<file path="src/rtl/ml5_pkg.sv">
package ml5_pkg;

   // Direction of the shared carrier ramp.
   typedef enum logic {
      RAMP_DOWN = 1'b0,
      RAMP_UP   = 1'b1
   } ramp_dir_e;

   // Width of a level index for a leg with the given number of levels.
   function automatic int lvl_width(input int levels);
      return $clog2(levels);
   endfunction

   // Number of series switches on one side of the leg.
   function automatic int side_switches(input int levels);
      return levels - 1;
   endfunction

endpackage

</file>
<file path="src/rtl/ml5_ramp_gen.sv">
module ml5_ramp_gen
   import ml5_pkg::*;
#(
   parameter int PER_W = 9
) (
   input  logic             clk_i,
   input  logic             rst_ni,
   input  logic             en_i,
   input  logic [PER_W-1:0] period_i,
   output logic [PER_W-1:0] ramp_o,
   output logic             peak_o
);

   logic [PER_W-1:0] ramp_q;
   ramp_dir_e        dir_q;
   logic             at_top;
   logic             at_floor;

   assign at_top   = (ramp_q >= period_i);
   assign at_floor = (ramp_q == '0);

   always_ff @(posedge clk_i or negedge rst_ni) begin
      if (!rst_ni) begin
         ramp_q <= '0;
         dir_q  <= RAMP_UP;
      end else if (!en_i) begin
         ramp_q <= '0;
         dir_q  <= RAMP_UP;
      end else if (dir_q == RAMP_UP) begin
         if (at_top) begin
            dir_q  <= RAMP_DOWN;
            ramp_q <= at_floor ? '0 : ramp_q - 1'b1;
         end else begin
            ramp_q <= ramp_q + 1'b1;
         end
      end else begin
         if (at_floor) begin
            dir_q  <= RAMP_UP;
            ramp_q <= (period_i == '0) ? '0 : PER_W'(1);
         end else begin
            ramp_q <= ramp_q - 1'b1;
         end
      end
   end

   assign ramp_o = ramp_q;
   assign peak_o = en_i && (dir_q == RAMP_UP) && at_top;


   ramp_idle_chk: assert property (@(posedge clk_i) disable iff (!rst_ni)
      !en_i |=> (ramp_q == '0));


   ramp_bound_chk: assert property (@(posedge clk_i) disable iff (!rst_ni)
      (en_i && (ramp_q <= period_i)) |=> (ramp_q <= $past(period_i)));


   peak_single_chk: assert property (@(posedge clk_i) disable iff (!rst_ni)
      peak_o |=> !peak_o);

endmodule

</file>
<file path="src/rtl/ml5_level_cmp.sv">
module ml5_level_cmp #(
   parameter int LEVELS = 5,
   parameter int REF_W  = 12,
   parameter int PER_W  = 9,
   parameter int LVL_W  = 3
) (
   input  logic signed [REF_W-1:0] ref_i,
   input  logic        [PER_W-1:0] period_i,
   input  logic        [PER_W-1:0] ramp_i,
   output logic        [LVL_W-1:0] count_o
);

   localparam int NCAR  = LEVELS - 1;
   localparam int HALF  = NCAR / 2;
   localparam int CMP_W = REF_W + PER_W + 2;

   logic signed [CMP_W-1:0] ref_s;
   logic signed [CMP_W-1:0] per_s;
   logic signed [CMP_W-1:0] ramp_s;
   logic        [NCAR-1:0]  above;

   assign ref_s  = CMP_W'(ref_i);
   assign per_s  = CMP_W'(period_i);
   assign ramp_s = CMP_W'(ramp_i);

   // One comparator per carrier; carrier k sits (k-HALF) bands from zero.
   for (genvar k = 0; k < NCAR; k++) begin : g_car
      localparam int OFF = k - HALF;
      logic signed [CMP_W-1:0] car;
      assign car      = per_s * CMP_W'(OFF) + ramp_s;
      assign above[k] = (ref_s > car);
   end

   always_comb begin
      count_o = LVL_W'($countones(above));
   end

endmodule

</file>
<file path="src/rtl/ml5_gate_dec.sv">
module ml5_gate_dec #(
   parameter int LEVELS = 5,
   parameter int LVL_W  = 3,
   parameter int NSW    = 4
) (
   input  logic             clk_i,
   input  logic             rst_ni,
   input  logic             en_i,
   input  logic [LVL_W-1:0] count_i,
   output logic [LVL_W-1:0] level_o,
   output logic [2*NSW-1:0] gate_o
);

   localparam logic [LVL_W-1:0] MID = LVL_W'(NSW / 2);
   localparam logic [2*NSW-1:0] MID_PAT = {{(NSW/2){1'b0}}, {(NSW-NSW/2){1'b1}},
                                           {(NSW/2){1'b1}}, {(NSW-NSW/2){1'b0}}};

   logic [LVL_W-1:0] sel_lvl;
   logic [2*NSW-1:0] gate_d;
   logic [LVL_W-1:0] level_q;
   logic [2*NSW-1:0] gate_q;

   assign sel_lvl = en_i ? count_i : MID;

   // Upper switch j (j=0 outermost) conducts once the level reaches NSW-j;
   // its lower partner takes the opposite state.
   for (genvar j = 0; j < NSW; j++) begin : g_sw
      logic upper_on;
      assign upper_on            = (sel_lvl >= LVL_W'(NSW - j));
      assign gate_d[2*NSW-1-j]   = upper_on;
      assign gate_d[NSW-1-j]     = ~upper_on;
   end

   always_ff @(posedge clk_i or negedge rst_ni) begin
      if (!rst_ni) begin
         level_q <= MID;
         gate_q  <= MID_PAT;
      end else begin
         level_q <= sel_lvl;
         gate_q  <= gate_d;
      end
   end

   assign level_o = level_q;
   assign gate_o  = gate_q;


   gate_compl_chk: assert property (@(posedge clk_i) disable iff (!rst_ni)
      gate_q[2*NSW-1:NSW] == ~gate_q[NSW-1:0]);


   gate_count_chk: assert property (@(posedge clk_i) disable iff (!rst_ni)
      $countones(gate_q) == NSW);


   level_range_chk: assert property (@(posedge clk_i) disable iff (!rst_ni)
      level_q <= LVL_W'(LEVELS - 1));


   park_neutral_chk: assert property (@(posedge clk_i) disable iff (!rst_ni)
      !en_i |=> (level_q == MID && gate_q == MID_PAT));

endmodule

</file>
<file path="src/rtl/ml5_clamp_pwm.sv">
module ml5_clamp_pwm
   import ml5_pkg::*;
#(
   parameter int LEVELS = 5,
   parameter int REF_W  = 12,
   parameter int PER_W  = 9,
   localparam int NSW   = side_switches(LEVELS),
   localparam int LVL_W = lvl_width(LEVELS)
) (
   input  logic                    clk_i,
   input  logic                    rst_ni,
   input  logic                    en_i,
   input  logic signed [REF_W-1:0] ref_i,
   input  logic        [PER_W-1:0] period_i,
   output logic        [2*NSW-1:0] gate_o,
   output logic        [LVL_W-1:0] level_o,
   output logic                    peak_o
);

   localparam int HALF = NSW / 2;

   if (LEVELS < 3 || (LEVELS % 2) == 0) begin : g_bad_levels
      $error("LEVELS must be odd and at least 3");
   end
   if (PER_W + $clog2(HALF) + 1 > REF_W) begin : g_bad_widths
      $error("REF_W too narrow to span all carrier bands");
   end

   logic [PER_W-1:0] ramp;
   logic [LVL_W-1:0] count;

   ml5_ramp_gen #(
      .PER_W (PER_W)
   ) u_ramp (
      .clk_i    (clk_i),
      .rst_ni   (rst_ni),
      .en_i     (en_i),
      .period_i (period_i),
      .ramp_o   (ramp),
      .peak_o   (peak_o)
   );

   ml5_level_cmp #(
      .LEVELS (LEVELS),
      .REF_W  (REF_W),
      .PER_W  (PER_W),
      .LVL_W  (LVL_W)
   ) u_cmp (
      .ref_i    (ref_i),
      .period_i (period_i),
      .ramp_i   (ramp),
      .count_o  (count)
   );

   ml5_gate_dec #(
      .LEVELS (LEVELS),
      .LVL_W  (LVL_W),
      .NSW    (NSW)
   ) u_dec (
      .clk_i   (clk_i),
      .rst_ni  (rst_ni),
      .en_i    (en_i),
      .count_i (count),
      .level_o (level_o),
      .gate_o  (gate_o)
   );


   flat_carrier_chk: assert property (@(posedge clk_i) disable iff (!rst_ni)
      (en_i && period_i == '0 && ref_i > 0 && ramp == '0) |=> (level_o == LVL_W'(NSW)));

endmodule

</file>
<file path="config.mk">
export PLATFORM = sky130hd
export DESIGN_NAME = ml5_clamp_pwm
export DESIGN_NICKNAME = d
export VERILOG_FILES = /design/src/rtl/ml5_pkg.sv /design/src/rtl/ml5_ramp_gen.sv /design/src/rtl/ml5_level_cmp.sv /design/src/rtl/ml5_gate_dec.sv /design/src/rtl/ml5_clamp_pwm.sv
export SDC_FILE = /design/constraint.sdc
export NUM_CORES = 1
export LEC_CHECK = 0
export ABC_AREA = 1
export BUFFER_PORTS_ARGS = -buffer_cell sky130_fd_sc_hd__buf_2
export CORE_ASPECT_RATIO = 0.9
export CORE_MARGIN = 2
export CORE_UTILIZATION = 65
export CTS_CLUSTER_SIZE = 25
export DETAILED_ROUTE_END_ITERATION = 6
export GPL_ROUTABILITY_DRIVEN = 0
export GPL_TIMING_DRIVEN = 0
export PLACE_DENSITY = 0.95
export SYNTH_ARGS = -nofsm -noshare
export SYNTH_HDL_FRONTEND = slang
export SYNTH_HIERARCHICAL = 1
export SYNTH_SLANG_ARGS = --single-unit
export TNS_END_PERCENT = 30
</file>
<file path="constraint.sdc">
create_clock -name clk_i -period 6.4 [get_ports clk_i]
set_clock_uncertainty 0.15 [all_clocks]
set_input_delay 0.96 -clock clk_i [delete_from_list [all_inputs] [get_ports clk_i]]
set_output_delay 0.96 -clock clk_i [all_outputs]
set_load 0.01 [all_outputs]
</file>
==> flow_results.org, run 1 <==
** Power and ir drop
- IR analysis of the VDD net gives a maximum drop of 264 µV.
- Power Internal :: 0.000751 W
- The analysis attributes to cell leakage a power of 2.91 nW.
- Net switching is roughly 56% of the power.
- Per report_power, the combinational group accounts for approximately four fifths of the total.
- The share of total power dissipated in the clock network is under 10%.
- Sequential cell fraction of total power :: between 15 and 20%
- In this run the power density over the cells is 350 nW/µm².
- For this design the total switching power over the nets is roughly 0.00097 W.

** Clock tree
- The clock reaches the later pin of the worst-skew pair after about 0.26 ns.
- CTS Hold Bufs :: 0
- After clock tree synthesis, the setup repair step added 0 buffers.
- CTS HTree Levels :: 1
- Clock buffer depth :: 2
- After clock tree synthesis, the clock-pin slew on the worst setup and hold paths is 0.08 ns.
- For this design, the sink count on the clock tree is 21.
- Clock tree root driver cell :: clkbuf_8
- Inserted Clock Buffers :: 3
- TritonCTS clock tree :: done
- # resized after CTS :: 0

** Synth
- Leading cell types by count after synthesis :: 171 x nand2_1, 104 x ha_1, 102 x inv_1
- Among all cell types in the netlist, the one instantiated most often is nand2_1.
- Post-synthesis net count :: between 800 and 900
- The synthesized netlist occupies a cell area of between 4000 and 5000 µm².
- Dominant cell type by area after synthesis :: ha_1
- Share of the yosys chip area belonging to registers :: a little under an eighth
- Averaged over all synthesized cells, the footprint is 6.72 µm².
- Number of instances in the synthesized netlist :: approximately 700
- Yosys reg bits :: 21
- Among all flip-flop cells after synthesis, the most frequent one is dfrtp_1.
- The synthesized design contains 0 enable-type register cells.
- The share of synthesized area in the top cell type comes to 28.4%.
- The netlist uses 43 different library cells.
- Number of warning messages in the yosys log :: 6
- Largest cells by area after synthesis :: ha_1 28%, nand2_1 14%, inv_1 8.4%, dfrtp_1 8.2%, nor2_1 5.5%
- Fraction of registers with async set/reset :: between 90% and 100%

** Global route
- Pin count of the biggest net entering global routing :: 23
- The number of global-route vias before repair is approximately 4,500.
- For this run, the total global-route usage over all layers was measured as slightly above 30%.
- Remaining global-route overflow :: 0
- The number of antenna violations at the first check in global routing was 0.
- Global-route wire length before repair :: a little under 20 mm

** Worst setup path
- The cell that appears most often on the critical path is nor2_1.
- In this design, the stage delay of the slowest critical-path cell is 0.49 ns.
- STA classifies the critical path endpoint as a flop.
- Nature of the critical path startpoint :: input port
- The worst setup path is of the input port to flop kind.
- Crit path required time :: approximately 6.5 ns
- Crit path max-delay cell type :: fa_1
- Cell type group with the largest total delay on the critical path :: adder cells
- Maximum net fanout on the critical path :: 6
- Data arrives at the worst endpoint at 5.53 ns.
- The critical path contains buffers and inverters numbering 4 combined.

** Final layout
- 0 antenna diodes ended up in the layout.
- Synth-to-layout area growth :: 7.37%
- Of the cells placed in the final design, the portion with a size suffix greater than 1 is roughly 14%.
- For this run, the post-layout net count is ~860.

** Routing
- Detailed Route WL :: roughly 11 mm
- Via Count :: between 4,000 and 5,000
- The detailed router put a total of 4.78 mm of wire on met1.
- Met3 routed WL :: about 800 µm
- In this run the remaining antenna-violating nets after routing total 0.
- Met2 routed wirelength :: 5.47 mm
- Count of TritonRoute iterations in the first routing pass :: 7
- Count of routing violations after the opening detailed-route iteration :: about 300
- Using the TritonRoute via totals, the vias-per-cell ratio works out to 5.68.
- Dividing the detail-routed wire length by the instance count gives between 10 and 15 µm.
- Highest routed metal layer :: met4
- Residual DRC :: 1

** Placement
- The count of buffers added on input and output ports is 35.
- Detailed placer's ending HPWL :: around 9.4 mm
- Before CTS, the worst setup slack after placement is 0.666 ns.

** Floorplan
- Count of boundary I/O pins :: 36
- Die Ht :: roughly 84 µm
- Core box area :: roughly 6900 µm²
- Once the floorplan was initialized, standard cells occupied around two thirds of the core.
- In this run the horizontal extent of the chip is between 90 and 100 µm.
- The die covers 7740 µm².
- The floorplan has 29 rows.

** Run
- Across the run, the number of max-cap violations was 0.

** Run status
- Failing checks :: DRC
- Result of the run :: finished, violations left

** STA
- Setup repair after global routing left no endpoint under its margin.
- Maximum clock rate :: around 0.18 GHz
- Setup Viol. Count Final :: 0
- Final worst-path setup slack :: around 0.9 ns
- Final Hold Slack :: 0.474 ns
- Of the available clock period, the critical path in the final layout requires a little under nine tenths.
- Pins over their slew limit :: 0
- Fin. Hold Viols :: 0
- For the pin with the worst max-slew slack, the measured transition is 0.607 ns.
- Headroom to the max-slew limit :: between 50% and 60%
- The worst path in the final design needs a cycle of approximately 5.5 ns, including I/O delays and setup.
- TNS Setup :: 0 ns

** Hold path
- Worst hold-check path type :: flop to flop
power groups by stage:
stage                     clock (W)  combinational (W)  sequential (W)
final                     0.0000892            0.00135        0.000283
after global routing      0.0000965            0.00153        0.000289
after CTS                 0.0000891            0.00133        0.000281
after detailed placement          0            0.00132        0.000283
after global placement            0            0.00123        0.000278
after floorplan                   0            0.00100        0.000265
layout by cell type, fill, tap and decap left out, drive strengths merged:
| cell | Yosys | layout |
|---|---|---|
| a211oi | 1 | 1 |
| a21boi | 1 | 1 |
| a21o | 3 | 3 |
| a21oi | 50 | 50 |
| a31oi | 3 | 3 |
| buf | 5 | 40 |
| clkbuf | 1 | 4 |
| clkinv | 0 | 1 |
| dfrtp | 15 | 15 |
| dfstp | 6 | 6 |
| fa | 5 | 5 |
| ha | 104 | 104 |
| inv | 109 | 109 |
| nand2 | 180 | 180 |
| nand3 | 33 | 33 |
| nand3b | 2 | 2 |
| nand4 | 15 | 15 |
| nor2 | 76 | 76 |
| nor3 | 9 | 9 |
| nor3b | 1 | 1 |
| nor4 | 3 | 3 |
| o211ai | 3 | 3 |
| o21a | 1 | 1 |
| o21ai | 22 | 22 |
| o21bai | 2 | 2 |
| or2 | 4 | 4 |
| xnor2 | 6 | 6 |
| xor2 | 22 | 22 |
sequential cells by signal, summed over array words and instances, names as in the netlist:
name           flops
u_dec/level_o      3
u_ramp/dir_q       1
u_ramp/ramp_o      9
u_dec/gate_o       8
metal layers:
layer,up-vias,track usage [%]
li1,2289,-
met1,2119,38.7
met2,189,53.7
met3,23,4.43
met4,0,7.46
met5,-,0
final timing paths:
check	start	endpoint	slack, ns	depth (start not counted)
max	period_i[1]	u_dec/gate_o[0]$_DFF_PN0_	0.92	29
min	u_ramp/dir_q$_DFF_PN1_	u_ramp/ramp_o[0]$_DFF_PN0_	0.47	3
max reg2reg	u_ramp/ramp_o[2]$_DFF_PN0_	u_dec/gate_o[0]$_DFF_PN0_	1.48	24
min reg2reg	u_ramp/dir_q$_DFF_PN1_	u_ramp/ramp_o[0]$_DFF_PN0_	0.47	3
max in group asynchronous	rst_ni	u_dec/level_o[1]$_DFF_PN1_	5.28	1
min in group asynchronous	rst_ni	u_dec/gate_o[6]$_DFF_PN0_	0.48	1
through the flow:
stage | util [%] | cells | total power (W) | instance area [µm²]
after global routing | 71.0 | 814 | 0.00192 | 4920
after floorplan | - | 682 | 0.00127 | 4580
after global placement | 70.3 | 810 | 0.00151 | 4870
after CTS | 71.0 | 814 | 0.00169 | 4920
after detailed placement | 70.3 | 810 | 0.00160 | 4870
final | 71.0 | 814 | 0.00172 | 4920
tightest hold or removal path: cells and delay by family (launching register included):
| family | cells | cell delay (ns) |
|---|---|---|
| and+or+nand+nor | 3 | 0.18 |
| DFF | 1 | 0.40 |
cell type report:
type | instances | area [µm²]
plain buffers | 6 | 43.8
clock inverters | 1 | 5.00
inverters | 109 | 409
flip-flops and latches | 21 | 533
fillers | 545 | 2010
multi-input cells | 546 | 3600
clock buffers | 3 | 41.3
well taps | 93 | 116
repair buffers | 35 | 175
kinds of logic (layout without fill, tap and decap cells):
kind of cell             after synthesis  in the layout  synth area share [%]
flip-flops                            21             21                  11.6
adder cells (fa/ha/maj)              109            109                  30.6
XOR/XNOR                              28             28                  5.35
AND/OR/NAND/NOR                      323            323                  32.1
AO/OA/AOI/OAI                         86             86                  10.5
buffers and inverters                115            154                  9.88
Power figures use the tool's default switching activity.
==> run 2, diff against run 1 <==
Settings changed: REMOVE_ABC_BUFFERS set to 1.
==> run 2 against run 1 <==
The run now ends clean. Sequential share of layout area increased by 0.097 points. Sequential cell count did not move. Fmax decreased by 0.84%. First-iteration DRC count rose by 19%. Critical path depth is the same. Wire length fell by 1.9%. Setup slack got worse by 0.047 ns. Utilization is 0.63 points lower. Final cell count decreased by 0.74%. Combinational power about the same. Highest routed layer unchanged.
==> flow_results.org, run 2 (synthesis gave the netlist of run 1 again) <==
** Placement
- The port buffer count came to 35 (unchanged).
- The estimated wirelength of the detail-placed design is 9.23 mm (was 9.40 mm).

** Power and ir drop
- Leakage component of the power :: 2.88 nW (was 2.91 nW)
- Cell area power density :: 348 nW/µm² (was 350 nW/µm²)
- The total power of the final layout was 0.00170 W (was 0.00172 W).
- The highest ir drop seen on vdd is 328 µV (was 264 µV).

** Floorplan
- Die Ht :: 83.7 µm (unchanged)
- The floorplan row count is 29 (unchanged).
- Die boundary width :: 92.5 µm (unchanged)
- Core box area :: 6930 µm² (unchanged)
- The die area came to 7740 µm² (unchanged).
- Count of boundary I/O pins :: 36 (unchanged)
- The initial cell density of the core was 66.1% (unchanged).

** STA
- The slew at the pin closest to its max-slew limit came to 0.599 ns (was 0.607 ns).
- Maximum clock rate :: 0.181 GHz (was 0.183 GHz)
- The minimum clock period after layout was 5.52 ns (was 5.48 ns).
- Setup repair after global routing missed its margin: false (unchanged).
- Period utilisation layout :: 86.3% (was 85.6%)
- The final count of negative-setup-slack endpoints was 0 (unchanged).
- Pins over their slew limit :: 0 (unchanged)
- The setup TNS came to 0 ns (unchanged).
- Fin. Hold Viols :: 0 (unchanged)
- The worst relative slew slack is 59.9% (was 59.5%).

** Final layout
- Highest-count cells in the layout ignoring fill and taps: 171 x nand2_1, 104 x ha_1, 102 x inv_1 (unchanged).
- Area of the multi-input gates :: 3600 µm² (unchanged)
- Max reg flops :: 9 (unchanged)
- Number of nets at the end of the flow :: 849 (was 855)
- The most common cell after layout, fill and taps aside is nand2_1 (unchanged).
- The layout-stage area growth over the synthesis result came to 6.42% (was 7.37%).
- The fill cell total of the finished layout is 555 (was 545).
- Core utilization of the finished layout :: 70.4% (was 71.0%)
- The sequential cell area came to 533 µm² (unchanged).
- Antenna Cells :: 0 (unchanged)
- Ratio of cells with drive above 1 in the final layout :: 12.9% (was 13.6%)

** Global route
- Via count of the first global-routing pass :: 4,386 (was 4,534)
- The overall track demand over capacity in global routing was 29.3% (was 30.4%).
- The overflow left after global routing came to 0 (unchanged).
- The number of antenna violations at the first check in global routing came to 0 (unchanged).
- Pin count of the biggest net entering global routing :: 23 (unchanged)
- Global-route wire length before repair :: 18.8 mm (was 19.6 mm)

** Worst setup path
- Dominant cell type by count on the critical path :: nor2_1 (unchanged)
- Delay contributed by the slowest stage of the critical path :: 0.48 ns (was 0.49 ns)
- The worst setup path startpoint is period_i[1] (unchanged).
- Maximum net fanout on the critical path :: 6 (unchanged)
- Crit path max-delay cell type :: fa_1 (unchanged)
- Crit. End Element :: flop (unchanged)
- Critical path arrival :: 5.57 ns (was 5.53 ns)
- Nature of the critical path startpoint :: input port (unchanged)
- Category of the most critical setup path :: input port to flop (unchanged)
- Crit path required time :: 6.44 ns (was 6.45 ns)
- The number of cells on the worst reg-to-reg path was 23 (was 24).
- Launch point of the worst reg-to-reg path :: u_ramp/ramp_o[2]$_DFF_PN0_ (unchanged)

** Clock tree
- Clock tree root driver cell :: clkbuf_8 (unchanged)
- The register clock-pin slew on the reported worst setup and hold paths is 0.08 ns (about the same).
- Clock buffer depth :: 2 (unchanged)
- Setup Buffers After CTS :: 0 (unchanged)
- The H-tree depth is 1 (unchanged).
- The clock latency on the worst-skew pair was 0.26 ns (about the same).
- CTS Hold Bufs :: 0 (unchanged)
- The CTS buffer count came to 3 (unchanged).
- The post-cts gate resize count was 0 (unchanged).
- The CTS tree is done (unchanged).
- The total number of clock tree sinks was 21 (unchanged).

** Routing
- The total number of vias is 4,546 (was 4,620).
- Antenna violation net count after detailed routing :: 0 (unchanged)
- Routed wire length per instance :: 13.7 µm (was 13.8 µm)
- Count of TritonRoute iterations in the first routing pass :: 5 (was 7)
- Detailed Route WL :: 11.0 mm (was 11.2 mm)
- Average via count per standard cell :: 5.63 (was 5.68)
- Residual DRC :: 0 (was 1)
- Count of routing violations after the opening detailed-route iteration :: 356 (was 298)

** Hold path
- The worst hold path cell count came to 2 (was 3).
- The hold path startpoint is u_ramp/dir_q$_DFF_PN1_ (unchanged).
- Worst hold-check path type :: flop to flop (unchanged)

** Run
- The max-capacitance violation count came to 0 (unchanged).

** Run status
- Result of the run :: completed (was finished, violations left)
-- run 2: changes by cell type in the layout (fill, tap and decap cells not counted) --
cell,delta
clkbuf_2,-1
buf_2,-1
buf_6,-1
buf_4,-3
-- run 2: area by class of cell --
cell class | count | area share (%)
well taps | 93 | 2.39
flip-flops and latches | 21 | 10.9
multi-input cells | 546 | 73.8
clock buffers | 3 | 0.847
inverters | 109 | 8.39
repair buffers | 35 | 3.59
clock inverters | 1 | 0.103
-- run 2: per-stage QoR --
stage                     hold WS, ns  cells  area, µm²  setup slack (ns)
after floorplan                 0.417    676       4540              1.43
after global placement          0.439    804       4830             0.854
after detailed placement        0.450    804       4830             0.648
after CTS                       0.463    808       4880             0.919
after global routing            0.497    808       4880             0.403
final                           0.465    808       4880             0.875
-- run 2: worst paths after layout --
check                                                  end  slack [ns]
worst max-delay path             u_dec/gate_o[0]$_DFF_PN0_        0.88
worst min-delay path            u_ramp/ramp_o[7]$_DFF_PN0_        0.46
worst max register to register   u_dec/gate_o[0]$_DFF_PN0_        1.52
worst min register to register  u_ramp/ramp_o[7]$_DFF_PN0_        0.46
max in group asynchronous           u_ramp/dir_q$_DFF_PN1_        5.27
min in group asynchronous        u_dec/gate_o[1]$_DFF_PN0_        0.49
-- run 2: power breakdown --
group / leakage [nW] / total [W] / internal [W] / switching [W]
clock network: 0.0255 / 0.0000871 / 0.0000434 / 0.0000437
logic: 2.59 / 0.00133 / 0.000509 / 0.000822
registers: 0.265 / 0.000279 / 0.000189 / 0.0000903
total: 2.88 / 0.00170 / 0.000741 / 0.000956
-- run 2: critical path, delay by kind of cell --
kind	cells	cell delay [ns]
AO/OA/AOI/OAI	3	0.55
XOR/XNOR	1	0.19
adder cells (fa/ha/maj)	6	1.87
buffers and inverters	4	0.54
AND/OR/NAND/NOR	15	1.47
-- run 2: layer usage --
layer | global-route usage (%) | share of wire (%)
met1 | 38.1 | 43
met2 | 50.9 | 48
met3 | 2.62 | 6.2
met4 | 10.0 | 3.0
met5 | 0 | 0
==> run 3, diff against run 2 <==
Settings changed: CORE_UTILIZATION 65 to 63.
Clock period 6.4 ns to 6 ns, I/O delays scaled along.
==> run 3 against run 2 <==
Total power up 6.1%. Global-route usage is 0.93 points lower. Setup slack got worse by 0.27 ns. Count of clock-buffer cells in the layout is the same. Highest routed layer unchanged. Critical path type unchanged. Wire length shrank 0.57%. Combinational power grew 7%. Utilization shrank 1.1 points. Clock power grew 2%. Sequential share of layout area unchanged. Largest power group unchanged.
==> flow_results.org, run 3 (synthesis gave the netlist of run 1 again) <==
** Routing
- The DRC violations left came to 0 (unchanged).
- The starting DRC count in detailed routing was 294 (was 356).
- The total number of vias was 4,541 (was 4,546).
- The via-per-instance ratio came to 5.62 (was 5.63).
- The routed wire length is 11.0 mm (about the same).
- Antenna violation net count after detailed routing :: 0 (unchanged)
- Routed wire length per instance :: 13.6 µm (was 13.7 µm)
- The first-pass detailed-route iteration total is 6 (was 5).

** Placement
- Number of placed instances with taps included :: 804 (unchanged)
- The estimated wirelength of the detail-placed design came to 9.15 mm (was 9.23 mm).
- Count of input and output buffers :: 35 (unchanged)

** STA
- Setup repair after global routing missed its margin: false (unchanged).
- The slew at the pin closest to its max-slew limit is 0.590 ns (was 0.599 ns).
- The final count of negative-setup-slack endpoints came to 0 (unchanged).
- The number of pins exceeding their max-slew limit in the final report came to 0 (unchanged).
- Min Clock Period, post-route :: between 5 and 6 ns
- Period utilisation layout :: ~90%
- TNS Setup :: 0 ns (unchanged)
- Static timing analysis puts the maximum clock frequency at around 0.19 GHz.
- Fin. Hold Viols :: 0 (unchanged)
- The worst slack on hold paths was 0.434 ns (was 0.465 ns).
- Headroom to the max-slew limit :: 60.7% (was 59.9%)

** Worst setup path
- Delay contributed by the slowest stage of the critical path :: 0.47 ns (was 0.48 ns)
- The kind of critical path is input port to flop (unchanged).
- Crit path required time :: 6.04 ns (was 6.44 ns)
- Dominant cell type by count on the critical path :: nand2_1 (was nor2_1)
- Critical path arrival :: 5.44 ns (was 5.57 ns)
- The combined buffer and inverter count along the critical path came to 3 (was 4).
- The kind of start point of the critical path is an input port (unchanged).
- The cell family with the largest share of critical-path delay was simple AND/OR/NAND/NOR gates (was adder cells).
- Crit path max-delay cell type :: fa_1 (unchanged)
- Maximum net fanout on the critical path :: 5 (was 6)
- The critical path capture point type was a flop (unchanged).

** Run status
- Result of the run :: completed (unchanged)

** Clock tree
- Clock buffer depth :: 2 (unchanged)
- Clock net sink count :: 21 (unchanged)
- TritonCTS clock tree :: done (unchanged)
- Inserted Clock Buffers :: 3 (unchanged)
- The H-tree depth was 1 (unchanged).
- The clock latency on the worst-skew pair came to 0.25 ns (was 0.26 ns).
- CTS Hold Bufs :: 0 (unchanged)
- Setup Buffers After CTS :: 0 (unchanged)
- # resized after CTS :: 0 (unchanged)
- The cell at the root of the clock tree is clkbuf_8 (unchanged).
- Clock slew at the register clock pins of the worst setup and hold paths :: 0.07 ns (was 0.08 ns)

** Final layout
- Highest-count cells in the layout ignoring fill and taps :: 171 x nand2_1, 104 x ha_1, 102 x inv_1 (unchanged)
- Max reg flops :: 9 (unchanged)
- The layout-stage area growth over the synthesis result is 6.42% (unchanged).
- Seq. cell area :: 533 µm² (unchanged)
- Number of nets at the end of the flow :: 849 (unchanged)
- The number of diodes came to 0 (unchanged).
- Filler-free cell count of the finished design :: 808 (unchanged)
- The multi-input gate area in the final layout was 3600 µm² (unchanged).
- The most common cell after layout, fill and taps aside was nand2_1 (unchanged).
- Fillers :: 582 (was 555)
- The share of layout cells above drive strength 1 came to 12.9% (unchanged).

** Global route
- The overflow left after global routing came to 0 (unchanged).
- Global-route wire length before repair :: 18.7 mm (was 18.8 mm)
- Via count of the first global-routing pass :: 4,450 (was 4,386)
- The pin count of the biggest net entering global routing is 23 (unchanged).
- The overall track demand over capacity in global routing came to 28.4% (was 29.3%).
- Initial antenna violation count :: 0 (unchanged)

** Power and ir drop
- VDD IR-drop max :: 301 µV (was 328 µV)
- The cell area power density is 369 nW/µm² (was 348 nW/µm²).
- The total power of the final layout is 0.00180 W (was 0.00170 W).
- Sequential cell fraction of total power :: 16.5% (was 16.4%)
- Net switching power :: 0.00101 W (was 0.000956 W)
- Power Internal :: 0.000791 W (was 0.000741 W)
- Clock power share :: 4.9% (was 5.1%)
- Switching portion of total power :: 56.1% (was 56.3%)
- The leakage power of the design is 2.88 nW (unchanged).
- Share of total power in combinational logic :: 78.6% (was 78.4%)

** Floorplan
- The floorplan row count was 29 (unchanged).
- The x dimension of the die is 93.9 µm (was 92.5 µm).
- Die Ht :: 84.9 µm (was 83.7 µm)
- Effective utilization at floorplan :: 65.1% (was 66.1%)
- Count of boundary I/O pins :: 36 (unchanged)
- The die area was 7970 µm² (was 7740 µm²).
- The floorplan core area was 7040 µm² (was 6930 µm²).

** Run
- The max-capacitance violation count came to 0 (unchanged).

** Hold path
- Worst hold-check path type :: input port to async pin (was flop to flop)
[run 3: worst paths after layout]
| kind | start | endpoint | slack, ns | depth (start not counted) |
|---|---|---|---|---|
| hold / removal | rst_ni | u_dec/gate_o[1]$_DFF_PN0_ | 0.43 | 1 |
| setup reg to reg | u_ramp/ramp_o[2]$_DFF_PN0_ | u_dec/gate_o[0]$_DFF_PN0_ | 1.10 | 23 |
| setup / recovery | period_i[1] | u_dec/gate_o[0]$_DFF_PN0_ | 0.60 | 31 |
| max in group asynchronous | rst_ni | u_ramp/dir_q$_DFF_PN1_ | 4.92 | 1 |
| min in group clk_i | u_ramp/dir_q$_DFF_PN1_ | u_ramp/ramp_o[0]$_DFF_PN0_ | 0.47 | 3 |
| hold reg to reg | u_ramp/dir_q$_DFF_PN1_ | u_ramp/ramp_o[0]$_DFF_PN0_ | 0.47 | 3 |
[run 3: area by class of cell]
cell class              instances  share of cell area [%]
multi-input cells             546                    73.8
well taps                      93                    2.39
flip-flops and latches         21                    10.9
repair buffers                 35                    3.59
inverters                     109                    8.39
clock buffers                   3                   0.847
clock inverters                 1                   0.103
[run 3: power groups by stage]
| stage | sequential (W) | combinational (W) | clock, W |
|---|---|---|---|
| finish | 0.000297 | 0.00142 | 0.0000888 |
| global route | 0.000307 | 0.00162 | 0.0000996 |
| CTS | 0.000295 | 0.00139 | 0.0000922 |
| detailed placement | 0.000299 | 0.00138 | 0 |
| global placement | 0.000296 | 0.00130 | 0 |
| floorplan | 0.000282 | 0.00105 | 0 |
[run 3: stage by stage]
step / worst slack [ns] / area (µm²) / util, %
final: 0.601 / 4880 / 69.3
after global placement: 0.519 / 4830 / 68.6
after global routing: 0.0354 / 4880 / 69.3
after CTS: 0.604 / 4880 / 69.3
after floorplan: 1.09 / 4540 / -
after detailed placement: 0.347 / 4830 / 68.6
[run 3: metal layers]
metal  GRT usage, %  share of wire (%)  vias to the layer above
met3           2.93                7.0                       18
met1           36.1                 44                     2059
met5              0                  0                        -
met4           7.51                1.8                        0
li1               -                  -                     2285
met2           51.2                 48                      179
